**src/rtl/swd_pkg.sv**
```systemverilog
package swd_pkg;
    parameter int unsigned P_WIDTH = 13;
    parameter int unsigned S_WIDTH = 6;

    typedef enum logic [1:0] {
        ST_LOAD   = 2'd0,
        ST_WIDE   = 2'd1,
        ST_NARROW = 2'd2
    } swd_state_e;
endpackage

```
**src/rtl/swd_counter.sv**
```systemverilog
module swd_counter #(
    parameter int unsigned W = 8
) (
    input  logic         clk_i,
    input  logic         rst_ni,
    input  logic         clr_i,
    input  logic         en_i,
    input  logic [W-1:0] limit_i,
    output logic [W-1:0] cnt_o,
    output logic         tc_o
);
    localparam int unsigned WX = W + 1;

    logic [W-1:0] cnt_q;
    logic [WX-1:0] cnt_inc;

    assign cnt_inc = {1'b0, cnt_q} + WX'(1);

    always_ff @(posedge clk_i or negedge rst_ni) begin
        if (!rst_ni) begin
            cnt_q <= '0;
        end else if (clr_i) begin
            cnt_q <= '0;
        end else if (en_i) begin
            cnt_q <= cnt_inc[W-1:0];
        end
    end

    // terminal count: the period now ending is the limit-th one
    assign tc_o  = (cnt_inc == {1'b0, limit_i});
    assign cnt_o = cnt_q;
endmodule

```
**src/rtl/swallow_div_ctrl.sv**
```systemverilog
module swallow_div_ctrl
    import swd_pkg::*;
#(
    parameter int unsigned P_W = swd_pkg::P_WIDTH,
    parameter int unsigned S_W = swd_pkg::S_WIDTH
) (
    input  logic           clk_i,
    input  logic           rst_ni,
    input  logic [P_W-1:0] p_val_i,
    input  logic [S_W-1:0] s_val_i,
    output logic           mod_sel_o,
    output logic           div_pulse_o
);
    swd_state_e     state_q, state_d;
    logic [P_W-1:0] p_lat_q;
    logic [S_W-1:0] s_lat_q;
    logic [P_W-1:0] p_cnt;
    logic [S_W-1:0] s_cnt;
    logic           p_tc, s_tc;
    logic           restart, load;
    logic           new_s_zero;

    assign restart    = (state_q != ST_LOAD) && p_tc;
    assign load       = (state_q == ST_LOAD) || restart;
    assign new_s_zero = (s_val_i == '0);

    swd_counter #(.W(P_W)) u_prog_cnt (
        .clk_i   (clk_i),
        .rst_ni  (rst_ni),
        .clr_i   (load),
        .en_i    (1'b1),
        .limit_i (p_lat_q),
        .cnt_o   (p_cnt),
        .tc_o    (p_tc)
    );

    swd_counter #(.W(S_W)) u_swal_cnt (
        .clk_i   (clk_i),
        .rst_ni  (rst_ni),
        .clr_i   (load),
        .en_i    (state_q == ST_WIDE),
        .limit_i (s_lat_q),
        .cnt_o   (s_cnt),
        .tc_o    (s_tc)
    );

    // programmed values captured at cycle boundaries only
    always_ff @(posedge clk_i or negedge rst_ni) begin
        if (!rst_ni) begin
            p_lat_q <= '0;
            s_lat_q <= '0;
        end else if (load) begin
            p_lat_q <= p_val_i;
            s_lat_q <= s_val_i;
        end
    end

    // state register
    always_ff @(posedge clk_i or negedge rst_ni) begin
        if (!rst_ni) begin
            state_q <= ST_LOAD;
        end else begin
            state_q <= state_d;
        end
    end

    // next state
    always_comb begin
        state_d = state_q;
        unique case (state_q)
            ST_LOAD: begin
                state_d = new_s_zero ? ST_NARROW : ST_WIDE;
            end
            ST_WIDE: begin
                if (restart) begin
                    state_d = new_s_zero ? ST_NARROW : ST_WIDE;
                end else if (s_tc) begin
                    state_d = ST_NARROW;
                end
            end
            ST_NARROW: begin
                if (restart) begin
                    state_d = new_s_zero ? ST_NARROW : ST_WIDE;
                end
            end
            default: state_d = ST_LOAD;
        endcase
    end

    // outputs
    always_comb begin
        mod_sel_o   = (state_q != ST_NARROW);
        div_pulse_o = (state_q != ST_LOAD) && (p_cnt == '0);
    end

    logic unused_ok;
    assign unused_ok = ^s_cnt;
endmodule

```
**config.mk**
```make
export PLATFORM = sky130hd
export DESIGN_NAME = swallow_div_ctrl
export DESIGN_NICKNAME = d
export VERILOG_FILES = /design/src/rtl/swd_pkg.sv /design/src/rtl/swd_counter.sv /design/src/rtl/swallow_div_ctrl.sv
export SDC_FILE = /design/constraint.sdc
export NUM_CORES = 1
export LEC_CHECK = 0
export CORE_MARGIN = 2
export CORE_UTILIZATION = 40
export DETAILED_ROUTE_END_ITERATION = 6
export PLACE_DENSITY_LB_ADDON = 0.1
export SYNTH_ARGS = -nofsm -noshare
export SYNTH_HDL_FRONTEND = slang
export SYNTH_HIERARCHICAL = 1
export SYNTH_SLANG_ARGS = --single-unit
```
**constraint.sdc**
```tcl
create_clock -name clk_i -period 3.3 [get_ports clk_i]
set_input_delay 0.495 -clock clk_i [delete_from_list [all_inputs] [get_ports clk_i]]
set_output_delay 0.495 -clock clk_i [all_outputs]
set_load 0.02 [all_outputs]
```
* Word-level counts from Yosys, hierarchy flattened *
Index checks and enable logic that the tools add are counted.

cells by class
  reductions and logical operators = 9
  equal/unequal tests = 7
  multiplexer cells = 8
  multiply operators = 0
  bitwise operators = 0
  order comparisons = 0
  shifts and indexed selects = 0
  divide/modulo/power cells = 0
  add/sub/neg operators = 2

operators by type and width
  operator                 count
  $add A13 B1 Y14 const B  1
  $eq A14 B13 Y1           1
  $logic_not A13 Y1        1
  $mux W13                 1
  $mux W6                  2
  $mux W2                  4
  $add A6 B1 Y7 const B    1
  $eq A7 B6 Y1             1
  $logic_not A6 Y1         1
  $pmux W2 S3              1
  $ne A2 B2 Y1 const B     2
  $reduce_bool A2 Y1       2
  $ne A3 B3 Y1 const B     1
  $eq A2 B1 Y1 const B     1
  $eq A2 B2 Y1 const B     1
  $logic_and A1 B1 Y1      2
  $logic_not A2 Y1         1
  $reduce_and A2 Y1        1
  $logic_or A1 B1 Y1       1

word-level totals
  input bits = 21
  logic and storage cells = 31
  RAM bits = 0
  bits in latches = 0
  flip-flop bits (word level) = 40
  output and inout bits = 2
  memories kept = 0
  ROM bits = 0

* Depth between registers and ports, before layout *
Gate-level depths: netlist (run 1).

  word-level depth = 5
  mapped depth = 10

* Hierarchy *
The synthesis (run 1) kept the hierarchy.

modules (own cells, without submodules)
  module                     cells each  times used  area each (sq um)  sequential area each (sq um)
  swd_counter at u_prog_cnt  118         1           1,014.7            325.3
  swallow_div_ctrl           62          1           940.9              525.5
  swd_counter at u_swal_cnt  45          1           425.4              150.1

* Least setup slack after synthesis (run 1) *
OpenSTA, ideal clock, no wires.

  path type = register -> register
  start point = register u_prog_cnt.cnt_q[0] (netlist: u_prog_cnt/cnt_o[0])
  end point = register u_prog_cnt.cnt_q[0] (netlist: u_prog_cnt/cnt_o[0])
  path buffers = 2
  data arrival time = 2.721 ns
  data required time = 3.168 ns
  cell stages (with the launch flop) = 10
  clock period less this slack = 2.853 ns
  path slack = 0.447 ns
  setup time = 0.132 ns
  cells stage by stage = dfrtp_1 -> ha_1 -> nand3_1 -> or4_4 -> or2_0 -> a2111oi_2 -> or2_4 -> buf_6 -> clkbuf_1 -> nor2_1

between the ends
  cells in the longest elaborated chain, start to end = 5

RTL lines
  item                    line                    text
  from (decl)             swd_counter.sv:14       logic [W-1:0] cnt_q;
  from (signal assigned)  swd_counter.sv:25       cnt_q <= cnt_inc[W-1:0];
  $add A13 B1 Y14         swd_counter.sv:17       assign cnt_inc = {1'b0, cnt_q} + WX'(1);
  $eq A14 B13 Y1          swd_counter.sv:30       assign tc_o = (cnt_inc == {1'b0, limit_i});
  named net p_tc          swallow_div_ctrl.sv:19  logic p_tc, s_tc;
  $logic_and A1 B1 Y1     swallow_div_ctrl.sv:23  assign restart = (state_q != ST_LOAD) && p_tc;
  $logic_or A1 B1 Y1      swallow_div_ctrl.sv:24  assign load = (state_q == ST_LOAD) || restart;
  named net load          swallow_div_ctrl.sv:20  logic restart, load;
  $mux W13                swd_counter.sv:22       end else if (clr_i) begin

The timed path passes the listed nets, and every way through them passes these cells.
A chain may end at the register's enable or synchronous reset.

* Final worst setup path (run 1) *
  start point = register u_prog_cnt.cnt_q[0] (netlist: u_prog_cnt/cnt_o[0])
  end point = register p_lat_q[2]

between the ends
  cells in the longest elaborated chain, start to end = 4

RTL lines
  item                  line                    text
  $add A13 B1 Y14       swd_counter.sv:17
  $eq A14 B13 Y1        swd_counter.sv:30
  named net p_tc        swallow_div_ctrl.sv:19
  $logic_and A1 B1 Y1   swallow_div_ctrl.sv:23
  $logic_or A1 B1 Y1    swallow_div_ctrl.sv:24
  to (signal assigned)  swallow_div_ctrl.sv:53  p_lat_q <= p_val_i;
  to (decl)             swallow_div_ctrl.sv:15  logic [P_W-1:0] p_lat_q;

The timed path passes the listed nets, and every way through them passes these cells.

==> results.txt, run 1 <==
Fmax: 333 MHz
Worst Tran Pin Value: 0.889 ns
Post-DP HPWL: 3490 um
Port bufs: 22
DIE HEIGHT: 81.2 um
Synth Area per Inst: 10.6 um2
DP Area: 2690 um2
Leak Pwr: 1.25 nW
Setup TNS: 0 ns
Setup Buffers After CTS: 0
Vias in the first global route: 1659
Crit path time final: 3.00 ns
Yosys warns: 6
Worst path max stage delay: 0.51 ns
Drt total wl: 4730 um
Area growth, synth to finish: 17.7%
Global Route Usage Sum: 0.163
First-pass GRT wire length: 8140 um
Critical path class: reg2reg
GPL Wtd Cong: 0.825
FILL cells: 546
Number of detailed-route iterations in the first pass: 4
RSZ-0062 raised after global routing: no
Cell variety after synth: 48
Final hold violations: 0
Max-slew violation count: 0
CP required: 3.48 ns
Initial core utilization: 0.407
Worst Setup End Kind: flip-flop
Status: completed
Antenna Cells: 0
IO Pins: 23
Sw frac: 0.320
Max clock buf depth: 2
Net Sw Power: 0.000428 W
Synth Flop Type: dfrtp_1
Slowest CP cell: or4_4
CP Launch Type: flip-flop
PD cells: 478 nW/um2
Initial antenna violation count: 0
Pin count of the biggest net entering global routing: 41
Asr flop ratio synth: 1.00
Final setup viols: 0
Top cells by area, synth: dfrtp_1, mux2_4, xor2_1
Wire per inst: 14.5 um
Post-Syn Area: 2380 um2
Max-slew headroom: 0.407
Starting DRT DRC Count: 161
Comb pwr share: 0.247
Clock Sinks: 40
Cell Rows: 28
Number of hold buffers added after cts: 0
CTS root buf: clkbuf_8
TritonCTS clock tree: yes
Post-CTS sizing: 0
CTS buffer count: 5
Vias per Instance: 5.07
Total grt overflow: 0
Fin area: 2800 um2
Clock-pin slew of the registers on the worst-case setup and hold paths: 0.08 ns
Seq pwr share: 0.449
EDFF count, synth: 0
Routed Antenna Nets: 0
Clk network pwr share: 0.304
Die footprint: 6590 um2
H-tree depth: 2
Power Internal: 0.000911 W
Max_cap viols: 0
Synth Instances: 225
Setup Skew: 0.00725 ns
Final period util: 0.910
Core area: 5850 um2
Worst hold margin: 0.325 ns
Crit-path cells: ha_1 > nand3_1 > or4_4 > or2_0 > a2111oi_2 > or2_4 > buf_12 > mux2_4
Die W: 81.2 um
Layout cell share with drive strength beyond 1: 0.179
Nets: 274
Synthesized flop and latch total: 40
Min-delay worst type: in2async
Sequential fraction of the synthesis area: 0.420
CP arrival: 3.18 ns
Vias: 1658
Post-synth top area share: 0.420
CP Max Fanout: 17
DRC Markers: 0
Area leader, netlist: dfrtp_1
Clk_lat worst skew: 0.29 ns
Worst VDD drop: 0.204 mV
## routing by layer
metal	track usage	wire, um
met2	0.257	2210
met1	0.233	2310
met5	0	0
met4	0.0407	42
met3	0.0300	165
## cell usage in the layout (no fill, tap or decap), types with 2 or more instances in the layout
cell type and count:
mux2i_1 3, a21oi_1 4, ha_1 2, conb_1 2
o21ai_0 5, xor2_1 20, dfrtp_1 40, nand3_1 8
mux2_4 18, nor2_1 28, buf_4 6, and4_1 2
o211ai_1 2, nand4_1 9, and3_1 4, nand2b_1 2
nand2_1 12, nor2b_1 2, clkdlybuf4s50_1 21, inv_1 3
clkbuf_8 5, or3_2 3, nor4_1 5, nor3_1 3
clkinv_4 2, xnor2_1 16
## logic make-up (layout without fill, tap and decap cells)
family	count (synthesis)	after routing	share of synthesized area
DFF	40	40	0.420
other	1	2	0.00157
xor gates and xnor gates	37	37	0.139
buffers and inverters	14	40	0.0357
muxes	22	22	0.131
adders and majority gates	3	3	0.0147
AOI/OAI and AO/OA	21	21	0.0604
and+or+nand+nor	87	87	0.197
## synthesized netlist by cell type (3+ instances only)
cell,number
a21oi_1,4
and3_1,4
buf_6,3
clkbuf_1,4
dfrtp_1,40
inv_1,3
mux2_4,18
mux2i_1,3
nand2_1,12
nand3_1,8
nand4_1,9
nor2_1,28
nor3_1,3
nor4_1,5
o21ai_0,5
or3_2,3
xnor2_1,16
xor2_1,20
## final timing paths
path | start | end | slack [ns] | cells after the start
worst max-delay path | u_prog_cnt/cnt_o[0] | p_lat_q[2] | 0.30 | 8
max in group asynchronous | rst_ni | u_prog_cnt/cnt_o[10] | 2.42 | 1
min in group clk_i | p_lat_q[1] | p_lat_q[1] | 0.54 | 1
worst max register to register | u_prog_cnt/cnt_o[0] | p_lat_q[2] | 0.30 | 8
worst min register to register | p_lat_q[1] | p_lat_q[1] | 0.54 | 1
worst min-delay path | rst_ni | p_lat_q[5] | 0.33 | 1
## state kept, by name (all words and copies together), names as in the netlist
signal / cells
u_prog_cnt/cnt_o: 13
state_q: 2
p_lat_q: 13
s_lat_q: 6
u_swal_cnt/cnt_o: 6
## worst max-delay path: cells and delay by family, from the launching register on
kind / cells / cell delay, ns
multiplexers: 1 / 0.31
AND/OR/NAND/NOR: 4 / 1.20
adder cells (fa/ha/maj): 1 / 0.31
AO/OA/AOI/OAI: 1 / 0.43
flip-flops: 1 / 0.45
buffers and inverters: 1 / 0.18
## power groups by stage
stage                     sequential, W  combinational, W  clock [W]
after floorplan                0.000583          0.000258          0
final                          0.000601          0.000331   0.000407
after global routing           0.000609          0.000368   0.000446
after global placement         0.000610          0.000330          0
after CTS                      0.000602          0.000331   0.000423
after detailed placement       0.000611          0.000328          0
## cell type report
cell class / count / area (um2) / share of cell area
flip-flops and latches: 40 / 1000 / 0.357
repair buffers: 29 / 280 / 0.100
clock inverters: 3 / 47.5 / 0.0170
inverters: 3 / 11.3 / 0.00402
multi-input cells: 172 / 1300 / 0.464
well taps: 75 / 93.8 / 0.0335
clock buffers: 5 / 68.8 / 0.0246
## per-stage QoR
stage               utilization  cells  setup WS, ns  power [W]
finish                    0.479    327         0.296    0.00134
global route              0.479    327         0.150    0.00142
CTS                       0.479    327         0.299    0.00136
detailed placement        0.459    319         0.324   0.000939
global placement          0.459    319         0.376   0.000940
floorplan                     -    226         0.447   0.000840
Note: power is estimated with default switching activity, not from simulation.
==> inputs of run 2 (changes only) <==
--- a/config.mk
+++ b/config.mk
@@ -5,8 +5,10 @@
 export SDC_FILE = /design/constraint.sdc
 export NUM_CORES = 1
 export LEC_CHECK = 0
+export CELL_PAD_IN_SITES_DETAIL_PLACEMENT = 2
+export CELL_PAD_IN_SITES_GLOBAL_PLACEMENT = 2
 export CORE_MARGIN = 2
-export CORE_UTILIZATION = 40
+export CORE_UTILIZATION = 37
 export DETAILED_ROUTE_END_ITERATION = 6
 export PLACE_DENSITY_LB_ADDON = 0.1
 export SYNTH_ARGS = -nofsm -noshare
==> run 2 against run 1 <==
Net effect: utilization fell by 3.1 points; critical endpoint is now s_lat_q[0]; clock-buffer cell count unchanged; sequential share of layout area is 0.13 points lower; routed wire length increased by 28%; final area increased by 0.36%; non-clock buffer count up 4; worst hold slack better by 0.0091 ns; critical path depth stayed put; final cell count rose by 1.5%; critical path type unchanged.
==> results.txt, run 2 (synthesized netlist as in run 1, its figures left out) <==
Core area: 6280 um2 (+7.3%)
Post-DP HPWL: 4490 um (+29%)
CP Max Fanout: 13 (-4)
Placed Cells: 325 (+1.9%)
Clock Sinks: 40 (unchanged)
Crit path time final: 3.06 ns (+0.0552 ns)
Most common cell after layout, fill and taps aside: dfrtp_1
Antenna Cells: 0 (unchanged)
Final hold violations: 0 (unchanged)
H-tree depth: 2 (unchanged)
Worst VDD drop: 0.208 mV (+2.2%)
Worst path max stage delay: 0.55 ns (+0.04 ns)
CP Launch Type: flip-flop
GPL Wtd Cong: 0.821 (-0.52%)
IO Pins: 23 (unchanged)
Cell Rows: 29 (+3.6%)
DRC Markers: 0 (unchanged)
Min-delay worst type: in2async
Worst Tran Pin Value: 0.934 ns (+0.0447 ns)
Pin count of the biggest net entering global routing: 41 (unchanged)
Fmax: 327 MHz (-1.8%)
Worst Setup End Kind: flip-flop
PD cells: 464 nW/um2 (-2.9%)
DIE HEIGHT: 84.2 um (+3.8%)
Area growth, synth to finish: 18.1%
Nets: 278 (+1.5%)
Die footprint: 7090 um2 (+7.7%)
CTS buffer count: 5 (unchanged)
Slowest CP cell: or4b_1
Final worst slack: 0.241 ns (-0.0552 ns)
Final period util: 0.927 (+0.0167)
Total grt overflow: 0 (unchanged)
CTS root buf: clkbuf_8
Drt total wl: 6030 um (+28%)
Max_cap viols: 0 (unchanged)
RSZ-0062 raised after global routing: no
Register Area: 1000 um2 (unchanged)
Vias: 1756 (+5.9%)
Max clock buf depth: 2 (unchanged)
CP arrival: 3.23 ns (+0.05 ns)
Number of detailed-route iterations in the first pass: 4 (unchanged)
First-pass GRT wire length: 10200 um (+26%)
Global Route Usage Sum: 0.183 (+0.0192)
Final non-filler cell total: 332 (+1.5%)
Max-slew violation count: 0 (unchanged)
Max-slew headroom: 0.377 (-0.0298)
Starting DRT DRC Count: 54 (-66%)
Crit-path cells: nand3_1 > or4b_1 > a31oi_1 > o211ai_1 > a2111oi_4 > or2_4 > buf_4 > mux2_4
Die W: 84.2 um (+3.8%)
CP bufs+invs: 1 (unchanged)
Setup Skew: 0.00756 ns (+0.000314 ns)
Initial antenna violation count: 0 (unchanged)
Setup TNS: 0 ns (unchanged)
Multi-input combinational cell area: 1310 um2 (+0.96%)
Status: completed
Vias per Instance: 5.29 (+4.3%)
Routed Antenna Nets: 0 (unchanged)
Setup Buffers After CTS: 0 (unchanged)
Leak Pwr: 1.25 nW (+0.20%)
Most frequent cells in the layout: dfrtp_1, nor2_1, clkdlybuf4s50_1
TritonCTS clock tree: yes
Clock-pin slew of the registers on the worst-case setup and hold paths: 0.08 ns (about the same)
CP required: 3.48 ns (about the same)
Port bufs: 22 (unchanged)
Number of hold buffers added after cts: 0 (unchanged)
Wire per inst: 18.2 um (+26%)
Setup WS pre-CTS: 0.156 ns (-0.168 ns)
Layout cell share with drive strength beyond 1: 0.188 (+0.00966)
Vias in the first global route: 1954 (+18%)
Critical path class: reg2reg
FILL cells: 673 (+23%)
Finished Core Util: 0.448 (-0.0310)
Clk_lat worst skew: 0.29 ns (about the same)
Final setup viols: 0 (unchanged)
CP top delay family: simple AND/OR/NAND/NOR gates
Initial core utilization: 0.379 (-0.0277)
## run 2: what timing repair did
item | 4_1_cts | 5_1_grt
setup endpoints to repair | 0 | 6
gates resized for setup | 0 | 1
hold endpoints to repair | 0 | 0
## run 2: worst paths after layout
kind / cells past startpoint / slack, ns / end / from
max: 8 / 0.24 / s_lat_q[0] / u_prog_cnt/cnt_o[0]
min: 1 / 0.33 / p_lat_q[12] / rst_ni
max reg2reg: 8 / 0.24 / s_lat_q[0] / u_prog_cnt/cnt_o[0]
min reg2reg: 1 / 0.54 / p_lat_q[11] / p_lat_q[11]
max in group asynchronous: 1 / 2.37 / state_q[0] / rst_ni
min in group clk_i: 1 / 0.54 / p_lat_q[11] / p_lat_q[11]
## run 2: metrics by stage
stage | instance area (um2) | hold WS, ns | power [W]
5_1_grt | 2810 | 0.391 | 0.00139
4_1_cts | 2800 | 0.366 | 0.00131
3_5_place_dp | 2720 | 0.523 | 0.000984
2_1_floorplan | 2380 | 0.199 | 0.000840
6_report | 2810 | 0.334 | 0.00130
3_3_place_gp | 2720 | 0.523 | 0.000982
## run 2: layout make-up
cell class | instances | share of cell area
clock inverters | 2 | 0.00445
repair buffers | 33 | 0.110
multi-input cells | 172 | 0.466
clock buffers | 5 | 0.0245
flip-flops and latches | 40 | 0.356
inverters | 3 | 0.00401
well taps | 77 | 0.0343
## run 2: where the power goes
group          internal, W  switching [W]
Clock             0.000143       0.000175
Sequential        0.000531      0.0000613
Combinational     0.000179       0.000215
Total             0.000853       0.000451
## run 2: routing by layer
metal  global-route usage  routed length, um  vias up
li1                     -                  -      838
met1                0.235               2690      890
met2                0.320               3120       20
met3               0.0295                137        8
met4               0.0440                 84        0
met5                    0                  0        -
